File: src/rtl/rs_fix_pkg.sv
package rs_fix_pkg;
  localparam int SYM_W = 12;

  typedef enum logic [2:0] {
    ST_IDLE,
    ST_RD_A,
    ST_WR_A,
    ST_RD_B,
    ST_WR_B,
    ST_DONE
  } fix_state_e;
endpackage

File: src/rtl/rs_sym_map.sv
module rs_sym_map
  import rs_fix_pkg::*;
#(
  parameter int POS_W   = 11,
  parameter int AW      = 12,
  parameter int MAX_POS = 1374
) (
  input  logic [POS_W-1:0] pos_i,
  input  logic [SYM_W-1:0] pat_i,
  output logic [AW-1:0]    addr_a_o,
  output logic [7:0]       mask_a_o,
  output logic [7:0]       mask_b_o,
  output logic             two_o,
  output logic             bad_o
);
  localparam int TW = POS_W + 2;

  logic [TW-1:0] triple;
  logic [TW-2:0] half;

  assign triple = TW'(pos_i) + TW'({pos_i, 1'b0});
  assign half   = triple[TW-1:1];

  always_comb begin
    bad_o = (pos_i > POS_W'(MAX_POS));
    if (pos_i[0]) begin
      addr_a_o = AW'(half);
      mask_a_o = pat_i[11:4];
      mask_b_o = {pat_i[3:0], 4'h0};
      two_o    = 1'b1;
    end else if (pos_i == '0) begin
      // truncated leading symbol: only 8 bits exist in the buffer
      addr_a_o = '0;
      mask_a_o = pat_i[7:0];
      mask_b_o = '0;
      two_o    = 1'b0;
      bad_o    = |pat_i[11:8];
    end else begin
      addr_a_o = AW'(half - (TW-1)'(1));
      mask_a_o = {4'h0, pat_i[11:8]};
      mask_b_o = pat_i[7:0];
      two_o    = 1'b1;
    end
  end
endmodule

File: src/rtl/rs_rmw_seq.sv
module rs_rmw_seq
  import rs_fix_pkg::*;
#(
  parameter int AW      = 12,
  parameter int MAX_ERR = 4,
  parameter int CW      = 3
) (
  input  logic          clk_i,
  input  logic          rst_ni,
  input  logic          pair_valid_i,
  input  logic          pair_last_i,
  input  logic [AW-1:0] addr_a_i,
  input  logic [7:0]    mask_a_i,
  input  logic [7:0]    mask_b_i,
  input  logic          two_i,
  input  logic          bad_i,
  output logic          pair_ready_o,
  output logic          ram_en_o,
  output logic          ram_we_o,
  output logic [AW-1:0] ram_addr_o,
  output logic [7:0]    ram_wdata_o,
  input  logic [7:0]    ram_rdata_i,
  output logic          done_o,
  output logic [CW-1:0] count_o,
  output logic          fail_o
);
  fix_state_e    state_q, state_d;
  logic [AW-1:0] addr_q;
  logic [7:0]    mask_a_q, mask_b_q;
  logic          two_q, last_q, fresh_q, fail_q;
  logic [CW-1:0] cnt_q;

  logic          accept, full, reject, fail_base;
  logic [CW-1:0] cnt_base;

  assign accept    = pair_valid_i && (state_q == ST_IDLE);
  assign cnt_base  = fresh_q ? '0 : cnt_q;
  assign fail_base = fresh_q ? 1'b0 : fail_q;
  assign full      = (cnt_base == CW'(MAX_ERR));
  assign reject    = bad_i || full || fail_base;

  always_comb begin
    state_d = state_q;
    unique case (state_q)
      ST_IDLE: if (accept) state_d = reject ? (pair_last_i ? ST_DONE : ST_IDLE) : ST_RD_A;
      ST_RD_A: state_d = ST_WR_A;
      ST_WR_A: state_d = two_q ? ST_RD_B : (last_q ? ST_DONE : ST_IDLE);
      ST_RD_B: state_d = ST_WR_B;
      ST_WR_B: state_d = last_q ? ST_DONE : ST_IDLE;
      ST_DONE: state_d = ST_IDLE;
      default: state_d = ST_IDLE;
    endcase
  end

  always_ff @(posedge clk_i or negedge rst_ni) begin
    if (!rst_ni) begin
      state_q  <= ST_IDLE;
      addr_q   <= '0;
      mask_a_q <= '0;
      mask_b_q <= '0;
      two_q    <= 1'b0;
      last_q   <= 1'b0;
      fresh_q  <= 1'b1;
      fail_q   <= 1'b0;
      cnt_q    <= '0;
    end else begin
      state_q <= state_d;
      if (accept) begin
        addr_q   <= addr_a_i;
        mask_a_q <= mask_a_i;
        mask_b_q <= mask_b_i;
        two_q    <= two_i;
        last_q   <= pair_last_i;
        fresh_q  <= 1'b0;
        fail_q   <= fail_base | reject;
        cnt_q    <= reject ? cnt_base : cnt_base + CW'(1);
      end
      if (state_q == ST_DONE) fresh_q <= 1'b1;
    end
  end

  logic second;
  assign second       = (state_q == ST_RD_B) || (state_q == ST_WR_B);
  assign pair_ready_o = (state_q == ST_IDLE);
  assign ram_en_o     = (state_q == ST_RD_A) || (state_q == ST_WR_A) || second;
  assign ram_we_o     = (state_q == ST_WR_A) || (state_q == ST_WR_B);
  assign ram_addr_o   = second ? addr_q + AW'(1) : addr_q;
  assign ram_wdata_o  = ram_rdata_i ^ (second ? mask_b_q : mask_a_q);
  assign done_o       = (state_q == ST_DONE);
  assign count_o      = cnt_q;
  assign fail_o       = fail_q;
endmodule

File: src/rtl/rs_sym_fixer.sv
module rs_sym_fixer
  import rs_fix_pkg::*;
#(
  parameter int DATA_BYTES  = 2048,
  parameter int SPARE_BYTES = 64,
  parameter int POS_W       = 11,
  parameter int MAX_POS     = 1374,
  parameter int MAX_ERR     = 4,
  localparam int BUF_BYTES  = DATA_BYTES + SPARE_BYTES,
  localparam int AW         = $clog2(BUF_BYTES),
  localparam int CW         = $clog2(MAX_ERR + 1)
) (
  input  logic             clk_i,
  input  logic             rst_ni,
  input  logic             pair_valid_i,
  output logic             pair_ready_o,
  input  logic [POS_W-1:0] pair_pos_i,
  input  logic [SYM_W-1:0] pair_pat_i,
  input  logic             pair_last_i,
  output logic             ram_en_o,
  output logic             ram_we_o,
  output logic [AW-1:0]    ram_addr_o,
  output logic [7:0]       ram_wdata_o,
  input  logic [7:0]       ram_rdata_i,
  output logic             done_o,
  output logic [CW-1:0]    count_o,
  output logic             fail_o
);
  logic [AW-1:0] addr_a;
  logic [7:0]    mask_a, mask_b;
  logic          two, bad;

  rs_sym_map #(.POS_W(POS_W), .AW(AW), .MAX_POS(MAX_POS)) u_map (
    .pos_i    (pair_pos_i),
    .pat_i    (pair_pat_i),
    .addr_a_o (addr_a),
    .mask_a_o (mask_a),
    .mask_b_o (mask_b),
    .two_o    (two),
    .bad_o    (bad)
  );

  rs_rmw_seq #(.AW(AW), .MAX_ERR(MAX_ERR), .CW(CW)) u_seq (
    .clk_i        (clk_i),
    .rst_ni       (rst_ni),
    .pair_valid_i (pair_valid_i),
    .pair_last_i  (pair_last_i),
    .addr_a_i     (addr_a),
    .mask_a_i     (mask_a),
    .mask_b_i     (mask_b),
    .two_i        (two),
    .bad_i        (bad),
    .pair_ready_o (pair_ready_o),
    .ram_en_o     (ram_en_o),
    .ram_we_o     (ram_we_o),
    .ram_addr_o   (ram_addr_o),
    .ram_wdata_o  (ram_wdata_o),
    .ram_rdata_i  (ram_rdata_i),
    .done_o       (done_o),
    .count_o      (count_o),
    .fail_o       (fail_o)
  );
endmodule

File: config.mk
export PLATFORM = sky130hd
export DESIGN_NAME = rs_sym_fixer
export DESIGN_NICKNAME = d
export VERILOG_FILES = /design/src/rtl/rs_fix_pkg.sv /design/src/rtl/rs_sym_map.sv /design/src/rtl/rs_rmw_seq.sv /design/src/rtl/rs_sym_fixer.sv
export SDC_FILE = /design/constraint.sdc
export NUM_CORES = 1
export LEC_CHECK = 0
export BUFFER_PORTS_ARGS = -buffer_cell sky130_fd_sc_hd__clkbuf_2
export CAP_MARGIN = 10
export CORE_UTILIZATION = 58
export CTS_BUF_LIST = sky130_fd_sc_hd__clkbuf_8
export DETAILED_ROUTE_END_ITERATION = 16
export MAX_ROUTING_LAYER = met4
export PLACE_DENSITY_LB_ADDON = 0.25
export SLEW_MARGIN = 20
export SYNTH_ARGS = -nofsm -noshare
export SYNTH_HDL_FRONTEND = slang
export SYNTH_HIERARCHICAL = 1
export SYNTH_SLANG_ARGS = --single-unit
export TNS_END_PERCENT = 20
File: constraint.sdc
create_clock -name clk_i -period 2.1 [get_ports clk_i]
set_clock_uncertainty 0.05 [all_clocks]
set_input_delay 0.42 -clock clk_i [delete_from_list [all_inputs] [get_ports clk_i]]
set_output_delay 0.42 -clock clk_i [all_outputs]
set_load 0.01 [all_outputs]
* Word level (Yosys, flattened, before mapping) *
Index checks and enable logic that the tools add are counted.

storage, ports and cells
  register bits after elaboration = 38
  bits of input ports = 35
  output and inout port bits = 28
  word-level logic and storage cells = 57

cells by class
  $add $sub $neg = 4
  magnitude comparators = 1
  equality and inequality tests = 7
  muxes and demuxes = 23
  bitwise logic cells = 2
  reductions and logical operators = 11

operators with widths
  cell                                                count
  2-to-1 mux 8 bit                                    5
  2-to-1 mux 12 bit                                   3
  2-to-1 mux 3 bit                                    7
  one-hot mux 3 bit (5 select lines)                  1
  adder 11 x 12 -> 13 bit                             1
  adder 12 x 1 -> 12 bit, second input constant       1
  subtractor 12 x 1 -> 12 bit, second input constant  1
  > comparator 11 bit, second input constant          1
  zero test 11 bit                                    1
  == test 3 bit, second input constant                3
  bitwise XOR 8 bit                                   1
  2-to-1 mux 1 bit                                    7
  == test 3 x 2 -> 1 bit, second input constant       2
  logical OR 1 bit                                    6
  OR reduction 4 bit                                  1
  adder 3 x 1 -> 3 bit, second input constant         1
  == test 3 x 1 -> 1 bit, second input constant       1
  zero test 3 bit                                     1
  != test 2 x 1 -> 1 bit, second input constant       1
  nonzero test 2 bit                                  1
  logical AND 1 bit                                   1
  bitwise OR 1 bit                                    1

* Longest topological paths before layout *
Gate-level depths: netlist of run 1.

  depth after elaboration = 8
  gate-level depth with buffers = 12
  depth with buffers taken out = 11

* Cells and area by module *
The synthesis of run 1 kept the hierarchy.

by module, submodules not included
  module      times used  cells an instance  area an instance (um^2)  seq. area each (um^2)
  rs_rmw_seq  1           175                2,052.0                  952.2
  rs_sym_map  1           196                1,332.5                  0.0

* Worst setup path after synthesis of run 1 *
OpenSTA, ideal clock, no wires.

  path type = input to register
  from = input port pair_pos_i[0]
  to = register u_seq.addr_q[11]
  setup time = 125 ps
  arrival = 2,764 ps
  required time = 1,925 ps
  setup slack = -839 ps
  stages on the path = 10
  buffers on the path = 0
  cell sequence = ha_1 -> fa_1 -> a21o_1 -> a2111oi_4 -> o21ai_0 -> xnor2_4 -> nand3_2 -> nor4_1 -> nor3_1 -> mux2_2

on the way
  longest elaborated chain between the ends = 4
  elaborated cells between the ends (all ways) = 5
  those cells by class = add/sub: 2; mux: 2; reduce/logical: 1

ends and longest elaborated chain
  what                         RTL line            source
  start, declared              rs_sym_fixer.sv:17  input logic [POS_W-1:0] pair_pos_i,
  adder 11 x 12 -> 13 bit      rs_sym_map.sv:21    assign triple = TW'(pos_i) + TW'({pos_i, 1'b0});
  subtractor 12 x 1 -> 12 bit  rs_sym_map.sv:39    addr_a_o = AW'(half - (TW-1)'(1));
  2-to-1 mux 12 bit            rs_sym_map.sv:31    end else if (pos_i == '0) begin
  2-to-1 mux 12 bit *          rs_sym_map.sv:26    if (pos_i[0]) begin
  via addr_a[11]               rs_sym_fixer.sv:29  logic [AW-1:0] addr_a;
  end signal, assigned         rs_rmw_seq.sv:69    addr_q <= addr_a_i;
  end, declared                rs_rmw_seq.sv:28    logic [AW-1:0] addr_q;

The timed path passes the listed nets; every way through them passes the cells marked *.
A chain may end at the register's enable or synchronous reset.

* Worst setup path after layout of run 1 *
  from = input port pair_pos_i[1]
  to = register u_seq.addr_q[8]

The elaborated chain is that of the path after synthesis.

==> results_dict.tcl, run 1 <==
set metrics [dict create \
    status "finished with violations" \
    violations "setup timing" \
    die_area_mm2 0.00614 \
    insertion_delay_ps 290 \
    fillers 335 \
    yosysTopAreaCell "dfrtp_1" \
    hold_path.class "in2async" \
    peakVddDrop_mv 0.743 \
    dp_cells 546 \
    maxCapViolations 0 \
    async_flop_share 1.00 \
    grt_pass1_wl_um 14300 \
    hold_viol 0 \
    routedWlPerCell_um 16.0 \
    power_leakage_nw 2.21 \
    synth_ff_type "dfrtp_1" \
    viasPerCell 5.78 \
    ff_latch_area_um2 952 \
    rsz0062_at_grt "true" \
    yosysWarnings 6 \
    worstSetupStartpointType "primary input" \
    synth_common_cells "nand2_1 (38), dfrtp_1 (37), mux2_2 (29), ha_1 (28), xnor2_1 (25)" \
    root_buffer "clkbuf_8" \
    rr_worst_depth 8 \
    cp_max_fo 4 \
    drv_slew 0 \
    die_x_um 78.4 \
    drc 0 \
    p_per_area_mw_per_mm2 1020 \
    numCtsBuffers 5 \
    cts.htree.levels 2 \
    tns_ps -8470 \
    ys_ff_latch 38 \
    nets 558 \
    clock_path_buffers 2 \
    synth_cells 371 \
    postRouteAntennaNets 0 \
    dr.pass1.iters 5 \
    io_pins 63 \
    clk_pin_slew_ps 80 \
    fin_ws_ps -582 \
    p_sw_frac 0.397 \
    synth_nets 435 \
    cp_data_required_time_ps 2220 \
    fmax_ghz 0.373 \
    synth_area_leaders "dfrtp_1 (27%), ha_1 (10%), mux2_2 (9.6%)" \
    p_seq_frac 0.297 \
    wl_met2_um 4700 \
    cts_tree "done" \
    die_h_um 78.4 \
    period_minus_slack_ps 2680 \
    synthDistinctLibCells 62 \
    crit_arrival_ps 2800 \
    ys_seq_area_frac 0.281 \
    slowest_delay_ps 380 \
    synth.most_common_cell "nand2_1" \
    multi_input_area_mm2 0.00247 \
    synth_edf_count 0 \
    power.share.clock 0.130 \
    antenna_found_initial 0 \
    fin_hold_ws_ps 41.9 \
    r2r-start "u_seq/count_o[0]$_DFFE_PN0P_" \
    met3_length_um 382 \
    crit_chain "buf_8, ha_4, fa_2, buf_6, xor2_4, a2111oi_4, o22a_1, nor2b_4, nand4b_1, buf_4, xnor2_2, nor2_1, mux2_4" \
    stdcell_count 567 \
    fin_crit_sh 1.28 \
    portBuffers 62 \
    worstSetupPathType "in2reg" \
    worst_pin_slew_ps 533 \
    drive_above_1_share 0.424 \
    dpl.hpwl_um 6090 \
    first_global_vias 3206 \
    wl_um 9050 \
    reg2reg_to "u_seq/count_o[0]$_DFFE_PN0P_" \
    avgSynthCellArea_um2 9.12 \
    core_area_mm2 0.00557 \
    start_util 0.607 \
    post-route-util 0.824 \
    track_usage 0.303 \
    setup_viol 36 \
    gp_congestion 0.911 \
    switchingPower_mw 1.86 \
    rows 27 \
    pwr-share-comb 0.572 \
    grt_max_degree 40 \
    synth_top_area_frac 0.274 \
    wl_met1_um 3830 \
    cts.sinks 38 \
    area_delta_synth_final_pct 35.8 \
    p_int_mw 2.83 \
    vias 3277 \
    top_layer_used "met4" \
    n_antenna_cell 0 \
    syn-cell-area_mm2 0.00338 \
    end_kind "flop" \
    crit_path_top_delay_cell "fa_2" \
    relSlewSlack 0.645 \
    r2r_slack_ps 200 \
    overflow 0 \
    drtIter0Drc 177 \
]
-- cell type report --
| class | count | area share |
|---|---|---|
| Clock buffer | 5 | 0.0150 |
| Sequential cell | 38 | 0.207 |
| Tap cell | 72 | 0.0196 |
| Multi-Input combinational cell | 297 | 0.538 |
| Clock inverter | 3 | 0.00817 |
| Timing Repair Buffer | 131 | 0.195 |
| Inverter | 21 | 0.0172 |
-- cell families after synthesis --
group,share of synthesized area
simple gates,0.199
compound gates,0.128
mux,0.141
flops,0.281
buf+inv,0.0610
xor+xnor,0.0806
fa+ha+maj,0.109
-- power groups by stage --
stage,Combinational [mW],Sequential (mW),Clock [mW]
2_1_floorplan,1.73,1.31,0
3_3_place_gp,2.32,1.36,0
3_5_place_dp,2.40,1.39,0
4_1_cts,2.58,1.38,0.615
5_1_grt,2.89,1.44,0.639
6_report,2.68,1.40,0.612
-- through the flow --
| step | area (µm²) | total power, mW | setup slack (ps) |
|---|---|---|---|
| global route | 4600 | 4.96 | -684 |
| floorplan | 3430 | 3.04 | -643 |
| global placement | 4160 | 3.68 | -876 |
| CTS | 4460 | 4.57 | -589 |
| finish | 4600 | 4.69 | -582 |
| detailed placement | 4160 | 3.79 | -948 |
-- worst max-delay path, delay by kind of cell --
family	cells	cell delay, ps
buffers and inverters	3	440
AND/OR/NAND/NOR	3	400
AO/OA/AOI/OAI	2	430
multiplexers	1	250
XOR/XNOR	2	320
adder cells (fa/ha/maj)	2	540
-- sequential cells by signal, indices dropped and copies added, names as in the netlist --
register and count:
u_seq/addr_q 12, u_seq/mask_a_q 8, u_seq/mask_b_q 8, u_seq/count_o 3
u_seq/state_q 3, u_seq/fail_o 1, u_seq/fresh_q 1, u_seq/last_q 1
u_seq/two_q 1
-- layout by cell type, fill, tap and decap left out, drive strengths merged, types with 8 or more instances in the layout --
cell type	count
nand2	40
dfrtp	37
and3	10
ha	28
mux2i	15
nand3	11
inv	23
buf	73
a21oi	18
nor2	19
o21ai	24
xnor2	26
clkbuf	63
nor2b	8
mux2	29
-- worst max-delay path by stage --
stage	start	to	depth (start not counted)
floorplan	pair_pos_i[0]	u_seq/addr_q[11]$_DFFE_PN0P_	10
global placement	pair_pos_i[1]	u_seq/addr_q[11]$_DFFE_PN0P_	11
detailed placement	pair_pos_i[1]	u_seq/addr_q[11]$_DFFE_PN0P_	11
CTS	pair_pos_i[1]	u_seq/addr_q[8]$_DFFE_PN0P_	13
global route	pair_pos_i[1]	u_seq/addr_q[8]$_DFFE_PN0P_	13
finish	pair_pos_i[1]	u_seq/addr_q[8]$_DFFE_PN0P_	13
-- what timing repair did --
action	4_1_cts	5_1_grt
buffers inserted	10	2
cloned	1	0
setup endpoints to repair	41	41
pin swaps	9	14
hold buffers	0	0
resized for setup	27	27
-- per-layer routing --
layer / vias to the layer above / global-route usage
li1: 1548 / -
met1: 1579 / 0.372
met2: 127 / 0.544
met3: 23 / 0.0291
met4: 0 / 0.0574
met5: - / -
(Power assumes the default switching activity.)
==> inputs of run 2 (changes only) <==
CORE_UTILIZATION = 53   (was 58)
clock period = 2.25 ns   (was 2.1 ns; I/O delays follow)
==> results_dict.tcl, run 2 (same netlist as run 1, synthesis figures left out) <==
set metrics [dict create \
    hold_path.class "in2async" \
    cp_max_fo 3 \
    drtIter0Drc 144 \
    top_regs "u_seq/addr_q (12), u_seq/mask_a_q (8), u_seq/mask_b_q (8)" \
    gp_congestion 0.866 \
    drv_slew 0 \
    ff_latch_area_um2 952 \
    portBuffers 62 \
    numCtsBuffers 5 \
    postRouteAntennaNets 0 \
    setup_viol 25 \
    relSlewSlack 0.632 \
    peakVddDrop_mv 0.734 \
    period_minus_slack_ps 2720 \
    n_antenna_cell 0 \
    maxCapViolations 0 \
    grt_max_degree 37 \
    p_int_mw 2.53 \
    p_per_area_mw_per_mm2 944 \
    drive_above_1_share 0.412 \
    status "finished with violations" \
    die_x_um 81.9 \
    fmax_ghz 0.368 \
    rsz0062_at_grt "true" \
    io_pins 63 \
    first_global_vias 2946 \
    power.share.clock 0.113 \
    wl_um 8030 \
    end_kind "flop" \
    fillers 455 \
    area_delta_synth_final_pct 31.6 \
    cts.sinks 38 \
    multi_input_area_mm2 0.00243 \
    die_area_mm2 0.00671 \
    clk_pin_slew_ps 80 \
    dr.pass1.iters 5 \
    dp_cells 546 \
    insertion_delay_ps 280 \
    overflow 0 \
    antenna_found_initial 0 \
    total_power_mw 4.21 \
    vias 3111 \
    cp_data_required_time_ps 2370 \
    violations "setup timing" \
    stdcell_count 563 \
    crit_arrival_ps 2840 \
    clock_path_buffers 2 \
    worstSetupStartpointType "primary input" \
    routedWlPerCell_um 14.3 \
    fin_crit_sh 1.21 \
    worst_pin_slew_ps 552 \
    die_h_um 81.9 \
    pwr-share-comb 0.578 \
    drc 0 \
    regMostFlops "u_seq/addr_q" \
    dpl.hpwl_um 6030 \
    power_leakage_nw 2.15 \
    p_seq_frac 0.309 \
    root_buffer "clkbuf_8" \
    core_area_mm2 0.00603 \
    cts.htree.levels 2 \
    worstSetupPathType "in2reg" \
    switchingPower_mw 1.67 \
    largest_reg_flops 12 \
    hold_viol 0 \
    nets 551 \
    viasPerCell 5.53 \
    rows 28 \
    final_common_cell "clkbuf_2" \
    start_util 0.562 \
    track_usage 0.261 \
    grt_pass1_wl_um 13200 \
    cts_tree "done" \
    p_sw_frac 0.397 \
    layout_common_cells "clkbuf_2 (60), buf_4 (59), nand2_1 (38)" \
    fin_ws_ps -470 \
]
-- run 2: cell types whose count changed in the layout (fill, tap and decap cells not counted), sizes merged --
cell / before / now
buf: 73 / 64
bufinv: 1 / 0
clkbuf: 63 / 66
clkinv: 0 / 1
inv: 23 / 22
-- run 2: area by class of cell --
type | count | share of cell area
clock buffer | 6 | 0.0185
timing repair buffer | 124 | 0.181
tap | 75 | 0.0211
multi-input combinational | 297 | 0.546
sequential | 38 | 0.214
inverter | 21 | 0.0177
clock inverter | 2 | 0.00197
-- run 2: final timing paths --
| kind | start | end | slack (ps) | depth (start not counted) |
|---|---|---|---|---|
| hold reg to reg | u_seq/mask_a_q[3]$_DFFE_PN0P_ | u_seq/mask_a_q[3]$_DFFE_PN0P_ | 460 | 1 |
| hold / removal | rst_ni | u_seq/count_o[1]$_DFFE_PN0P_ | 80 | 1 |
| setup / recovery | pair_pos_i[1] | u_seq/addr_q[10]$_DFFE_PN0P_ | -470 | 12 |
| max in group asynchronous | rst_ni | u_seq/addr_q[11]$_DFFE_PN0P_ | 1520 | 2 |
| setup reg to reg | u_seq/state_q[0]$_DFFE_PN0P_ | u_seq/mask_b_q[3]$_DFFE_PN0P_ | 280 | 5 |
| min in group clk_i | pair_last_i | u_seq/last_q$_DFFE_PN0P_ | 400 | 3 |
-- run 2: worst max-delay path, cell delays in order --
cell and delay (ps):
buf_8 100, ha_4 150, fa_2 380, a21o_1 220, a2111oi_4 280, buf_4 190, xnor2_2 80, buf_4 130
nand4b_1 210, nor3b_2 260, mux2i_1 110, mux2_4 260
-- run 2: per-layer routing --
metal,GRT usage,up-vias,part of all wire
met2,0.434,92,0.50
met3,0.0400,13,0.043
li1,-,1538,-
met1,0.333,1468,0.45
met5,-,-,0
met4,0.0614,0,0.013
-- run 2: power by group through the flow --
stage / clock, mW / sequential (mW) / combinational (mW)
finish: 0.474 / 1.30 / 2.43
global route: 0.515 / 1.34 / 2.66
CTS: 0.489 / 1.29 / 2.37
detailed placement: 0 / 1.30 / 2.23
global placement: 0 / 1.27 / 2.17
floorplan: 0 / 1.22 / 1.61
-- run 2: what timing repair did --
item | CTS | global route
gates cloned | 1 | 0
setup buffers | 6 | 3
setup endpoints to repair | 36 | 36
hold buffers | 0 | 0
gates resized for setup | 20 | 25
pin swaps | 8 | 10
-- run 2: through the flow --
step                      hold WS, ps   util  cell area [µm²]  TNS [ps]  worst slack, ps
after floorplan                   104      -             3430     -3760             -523
after global placement            419  0.683             4110     -8980             -739
after detailed placement          416  0.683             4110    -10340             -833
after CTS                         102  0.722             4350     -4160             -471
after global routing              125  0.739             4450     -6800             -552
final                            83.8  0.739             4450     -4140             -470
